--- config.mk ---
export PLATFORM = sky130hd
export DESIGN_NAME = endian_lane_swapper
export DESIGN_NICKNAME = d
export VERILOG_FILES = /design/src/rtl/els_pkg.sv /design/src/rtl/els_mode_reg.sv /design/src/rtl/els_lane_rev.sv /design/src/rtl/endian_lane_swapper.sv
export SDC_FILE = /design/constraint.sdc
export NUM_CORES = 1
export LEC_CHECK = 0
export BUFFER_PORTS_ARGS = -buffer_cell sky130_fd_sc_hd__clkbuf_2
export CAP_MARGIN = 20
export CORE_AREA = 3 3 150 152
export DETAILED_ROUTE_END_ITERATION = 8
export DIE_AREA = 0 0 153 155
export REMOVE_ABC_BUFFERS = 1
export SLEW_MARGIN = 40
export SYNTH_ARGS = -nofsm -noshare
export SYNTH_HDL_FRONTEND = slang
export SYNTH_SLANG_ARGS = --single-unit
--- constraint.sdc ---
create_clock -name clk -period 2 [get_ports clk]
set_input_delay 0.4 -clock clk [delete_from_list [all_inputs] [get_ports clk]]
set_output_delay 0.4 -clock clk [all_outputs]
set_load 0.02 [all_outputs]
--- src/rtl/els_pkg.sv ---
package els_pkg;
   // default mode-word geometry (LSB-0 positions)
   localparam int MODE_W_DEF   = 64;
   localparam int LE_POS_DEF   = 0;
   localparam int SLE_POS_DEF  = MODE_W_DEF - 1 - 5;

   // number of byte lanes covered by a size code
   function automatic int lanes_of(input int size_code);
      return 1 << size_code;
   endfunction
endpackage

--- src/rtl/els_mode_reg.sv ---
module els_mode_reg #(
   parameter int MSR_W   = els_pkg::MODE_W_DEF,
   parameter int LE_POS  = els_pkg::LE_POS_DEF,
   parameter int SLE_POS = els_pkg::SLE_POS_DEF,
   parameter bit SPLIT_EN = 1'b1
) (
   input  logic             clk,
   input  logic             rst_n,
   input  logic             msr_we,
   input  logic [MSR_W-1:0] msr_wdata,
   input  logic             sle_cmd_en,
   input  logic             sle_cmd_val,
   output logic             mode_le,
   output logic             mode_sle
);
   if (LE_POS < 0 || LE_POS >= MSR_W) begin : g_bad_le
      $error("els_mode_reg: LE_POS outside mode word");
   end
   if (SLE_POS < 0 || SLE_POS >= MSR_W || SLE_POS == LE_POS) begin : g_bad_sle
      $error("els_mode_reg: SLE_POS invalid");
   end

   logic le_q;
   logic le_d;

   // only the two meaningful bits are stored
   always_comb begin
      le_d = le_q;
      if (msr_we) le_d = msr_wdata[LE_POS];
   end

   always_ff @(posedge clk) begin
      if (!rst_n) le_q <= 1'b0;
      else        le_q <= le_d;
   end
   assign mode_le = le_q;

   if (SPLIT_EN) begin : g_split
      logic sle_q;
      logic sle_d;
      always_comb begin
         sle_d = sle_q;
         if (msr_we)     sle_d = msr_wdata[SLE_POS];
         if (sle_cmd_en) sle_d = sle_cmd_val;
      end
      always_ff @(posedge clk) begin
         if (!rst_n) sle_q <= 1'b0;
         else        sle_q <= sle_d;
      end
      assign mode_sle = sle_q;
      logic split_unused;
      assign split_unused = 1'b0;
   end else begin : g_nosplit
      assign mode_sle = 1'b0;
      logic split_unused;
      assign split_unused = sle_cmd_en ^ sle_cmd_val ^ msr_wdata[SLE_POS];
   end

   logic wdata_unused;
   assign wdata_unused = ^msr_wdata;
endmodule

--- src/rtl/els_lane_rev.sv ---
module els_lane_rev #(
   parameter int LANES = 8,
   parameter int SZ_W  = 2
) (
   input  logic [LANES*8-1:0] din,
   input  logic [SZ_W-1:0]    size_code,
   input  logic               swap_en,
   output logic [LANES*8-1:0] dout
);
   localparam int LOG2_L = $clog2(LANES);
   localparam int W      = LANES * 8;

   if ((1 << LOG2_L) != LANES) begin : g_bad_lanes
      $error("els_lane_rev: LANES must be a power of two");
   end
   if ((1 << SZ_W) < LOG2_L + 1) begin : g_bad_szw
      $error("els_lane_rev: SZ_W too narrow for LANES");
   end

   wire logic [W-1:0] cand [LOG2_L+1];

   for (genvar k = 0; k <= LOG2_L; k++) begin : g_sz
      localparam int N = els_pkg::lanes_of(k);
      for (genvar b = 0; b < LANES; b++) begin : g_ln
         if (b < N) begin : g_rev
            assign cand[k][b*8 +: 8] = din[(N-1-b)*8 +: 8];
         end else begin : g_keep
            assign cand[k][b*8 +: 8] = din[b*8 +: 8];
         end
      end
   end

   always_comb begin
      dout = din;
      if (swap_en && int'(size_code) <= LOG2_L) dout = cand[size_code];
   end
endmodule

--- src/rtl/endian_lane_swapper.sv ---
module endian_lane_swapper #(
   parameter int MSR_W    = els_pkg::MODE_W_DEF,
   parameter int LE_POS   = els_pkg::LE_POS_DEF,
   parameter int SLE_POS  = els_pkg::SLE_POS_DEF,
   parameter bit SPLIT_EN = 1'b1,
   parameter int INSN_W   = 32,
   parameter int DATA_W   = 64,
   localparam int DATA_LANES = DATA_W / 8,
   localparam int SZ_W       = $clog2($clog2(DATA_LANES) + 1)
) (
   input  logic              clk,
   input  logic              rst_n,
   input  logic              msr_we,
   input  logic [MSR_W-1:0]  msr_wdata,
   input  logic              sle_cmd_en,
   input  logic              sle_cmd_val,
   input  logic [INSN_W-1:0] if_raw,
   output logic [INSN_W-1:0] if_word,
   input  logic [SZ_W-1:0]   ld_size,
   input  logic [DATA_W-1:0] ld_raw,
   output logic [DATA_W-1:0] ld_data,
   input  logic [SZ_W-1:0]   st_size,
   input  logic [DATA_W-1:0] st_din,
   output logic [DATA_W-1:0] st_dout
);
   localparam int INSN_LANES = INSN_W / 8;
   localparam int INSN_LOG2  = $clog2(INSN_LANES);
   localparam int INSN_SZ_W  = $clog2(INSN_LOG2 + 1);

   if (DATA_W % 8 != 0 || INSN_W % 8 != 0 || DATA_W < 8 || INSN_W < 8) begin : g_bad_w
      $error("endian_lane_swapper: widths must be whole bytes");
   end

   logic mode_le;
   logic mode_sle;
   logic insn_swap;
   logic data_swap;

   els_mode_reg #(
      .MSR_W(MSR_W), .LE_POS(LE_POS), .SLE_POS(SLE_POS), .SPLIT_EN(SPLIT_EN)
   ) u_mode (
      .clk(clk), .rst_n(rst_n),
      .msr_we(msr_we), .msr_wdata(msr_wdata),
      .sle_cmd_en(sle_cmd_en), .sle_cmd_val(sle_cmd_val),
      .mode_le(mode_le), .mode_sle(mode_sle)
   );

   // core is big-endian: swap exactly when chosen order is little
   assign insn_swap = mode_le;
   assign data_swap = mode_le ^ mode_sle;

   els_lane_rev #(.LANES(INSN_LANES), .SZ_W(INSN_SZ_W)) u_if_rev (
      .din(if_raw), .size_code(INSN_SZ_W'(INSN_LOG2)),
      .swap_en(insn_swap), .dout(if_word)
   );

   els_lane_rev #(.LANES(DATA_LANES), .SZ_W(SZ_W)) u_ld_rev (
      .din(ld_raw), .size_code(ld_size),
      .swap_en(data_swap), .dout(ld_data)
   );

   els_lane_rev #(.LANES(DATA_LANES), .SZ_W(SZ_W)) u_st_rev (
      .din(st_din), .size_code(st_size),
      .swap_en(data_swap), .dout(st_dout)
   );
endmodule

==> flow_summary.ini <==
[worst_setup_path]
cp_common_cell = buf_6
slowest_delay_ns = 0.32
rr_startpoint = u_mode.mode_le
crit_path_start_kind = flop
reg2reg_depth = 3
critPathCaptureType = primary output
rr_endpoint = u_mode.mode_le
r2r_setup_slack_ns = 1.00
crit_chain = buf_6, xor2_4, buf_6, nand3_4, clkbuf_16, mux2_2, buf_6
critPathRequiredTime_ns = 1.60
path_class = flop to primary output
cp.arrival_ns = 1.87
crit_slowest_cell = dfxtp_2
crit_fanout = 7

[routing]
drt-vias-per-instance = 4.73
top_layer_used = met4
dr.pass1.iters = 4
vias = 4992
route.met3.wl_mm = 1.46
wl_met1_mm = 7.48
drc = 0
wl_mm = 21.1
wl_met2_mm = 11.7
drtIter0Drc = 164
ant_nets = 0
wl_per_cell_um = 20.0

[clock_network]
path_clk_slew_ns = 0.03
clock_sinks = 2
clk_path_buf_depth = 2
cts_tree = yes
postCtsHoldBufs = 0
clock_latency_ns = 0.22
htreeDepth = 1
cts_root_buf = clkbuf_16
cts_buffers = 3

[sta]
maxSlewHeadroom = 0.783
clock_skew_ns = 0
fin_setup_tns_ns = -16.70
slew_viol_final = 0
timing.fmax_mhz = 441
rsz0062_at_grt = true
hold_viol_final = 0
period_share = 1.13
worst_slack_ns = -0.267
fin_crit_ns = 2.27
worst_slew_pin_slew_ns = 0.316
setup_viol = 118

[hold_path]
hp-start = rst_n
min_to = u_mode.mode_sle
whs_path_depth = 2
hp-class = primary input to flop

[synth]
yosysMostFrequentCell = mux2_2
synth_commonest_cells = mux2_2, a21oi_1, nor2_1
yosysTopAreaCellShare = 0.331
synth-edff-count = 0
synth.distinct_cells = 21
synth_area_leaders = mux2_2, mux2i_1, mux4_2
synthCells = 388
ys.flop_type = dfxtp_1
ys_ff_latch = 2
ys_warn_count = 0
yosysTopAreaCell = mux2_2
synthArstFlopShare = 0
yosysSeqAreaShare = 0.0128
syn_area_per_cell_um2 = 8.06
syn_area_um2 = 3130

[placement]
numPortBuffers = 330
place_ws_ns = -0.138
dp.final_hpwl_mm = 15.8
place_area_um2 = 5600
place_congestion = 0.888

[power_and_ir_drop]
p_leak_nw = 3.50
power.density_nw_per_um2 = 407
vdd_drop_max_mv = 0.247
power_w = 0.00305

[grt]
antenna_found_initial = 2
grt_pass1_wl_mm = 28.0
grt_max_degree = 34
grtUsageTotal = 0.147
grt-ovfl-total = 0
grt_pass1_vias = 4923

[job]
max_cap_violations = 0

[finish]
post-route-util = 0.354
areaGrowthSynthToFinish_pct = 139
nets = 1015
drive_gt1_frac = 0.835
finish.instance_area_um2 = 7490

[die]
initial_utilization = 0.148
die_width_um = 153
fp.dieArea_um2 = 23700
coreArea_um2 = 21200
rows = 53
io_pins = 393
die_h_um = 155

[outcome]
status = finished with violations
violations = negative setup slack
per-layer routing:
metal	track usage	up-vias
li1	-	2265
met5	0	-
met4	0.0259	0
met1	0.160	2384
met2	0.297	308
met3	0.0281	35
power by group:
group	internal [W]	switching, W	total [W]
registers	0.0000427	0.00000479	0.0000475
logic	0.00132	0.00137	0.00269
clock network	0.000255	0.0000517	0.000307
total	0.00162	0.00142	0.00305
registers in the layout, indices dropped and copies added (netlist names):
register / flops
u_mode.mode_le: 1
u_mode.mode_sle: 1
area by class of cell:
type / count / area [um2]
tap: 275 / 344
inverter: 2 / 7.51
antenna: 1 / 2.50
sequential: 2 / 45.0
clock buffer: 3 / 75.1
timing repair buffer: 429 / 3440
multi-input combinational: 344 / 3570
fill: 2092 / 13700
critical path: cells and delay by family, from the launching register on:
family                    cells  cell delay, ns
buffers and inverters         4            0.62
DFF                           1            0.32
muxes                         1            0.30
xor gates and xnor gates      1            0.23
and+or+nand+nor               1            0.16
what timing repair did:
| item | in CTS | in global routing |
|---|---|---|
| resized for setup | 159 | 323 |
| setup endpoints to repair | 137 | 160 |
| setup buffers | 18 | 12 |
| gates cloned | 2 | 6 |
| pin swaps | 19 | 23 |
placed cells by master, fill, tap and decap left out, types with 2 or more instances in the layout:
cell type	n
clkbuf_2	216
mux2i_1	46
buf_4	70
buf_12	15
nand3_4	2
mux2_1	3
inv_1	2
o22ai_1	8
a221oi_2	11
clkbuf_8	8
a21oi_2	31
o22ai_2	4
mux2_2	93
nand2_1	7
a21oi_1	11
nand2_4	2
clkbuf_16	8
nor2_1	37
buf_6	79
nand2b_1	12
buf_2	14
nand2_2	4
nor2_2	14
nor2_4	11
a21oi_4	22
mux4_2	20
buf_8	20
per-stage QoR:
stage | hold WS [ns] | instances
floorplan | 0.522 | 348
CTS | 0.408 | 1040
detailed placement | 0.637 | 1019
global placement | 0.620 | 1019
finish | 0.411 | 1056
global route | 0.419 | 1056
worst max-delay path by stage:
stage / from / to / cells after the start
global route: u_mode.mode_sle / st_dout[42] / 7
global placement: u_mode.mode_sle / st_dout[38] / 6
CTS: u_mode.mode_sle / ld_data[60] / 7
detailed placement: u_mode.mode_sle / st_dout[38] / 6
floorplan: u_mode.mode_le / ld_data[40] / 3
finish: u_mode.mode_sle / st_dout[42] / 7
cell families (layout without fill, tap and decap cells):
| logic type | Yosys count | after routing | share of synthesized area |
|---|---|---|---|
| xor gates and xnor gates | 2 | 2 | 0.00800 |
| and+or+nand+nor | 91 | 91 | 0.121 |
| muxes | 162 | 162 | 0.637 |
| DFF | 2 | 2 | 0.0128 |
| other | 0 | 1 | 0 |
| buffers and inverters | 42 | 434 | 0.0596 |
| AOI/OAI and AO/OA | 89 | 89 | 0.162 |
Power figures use the tool's default switching activity.
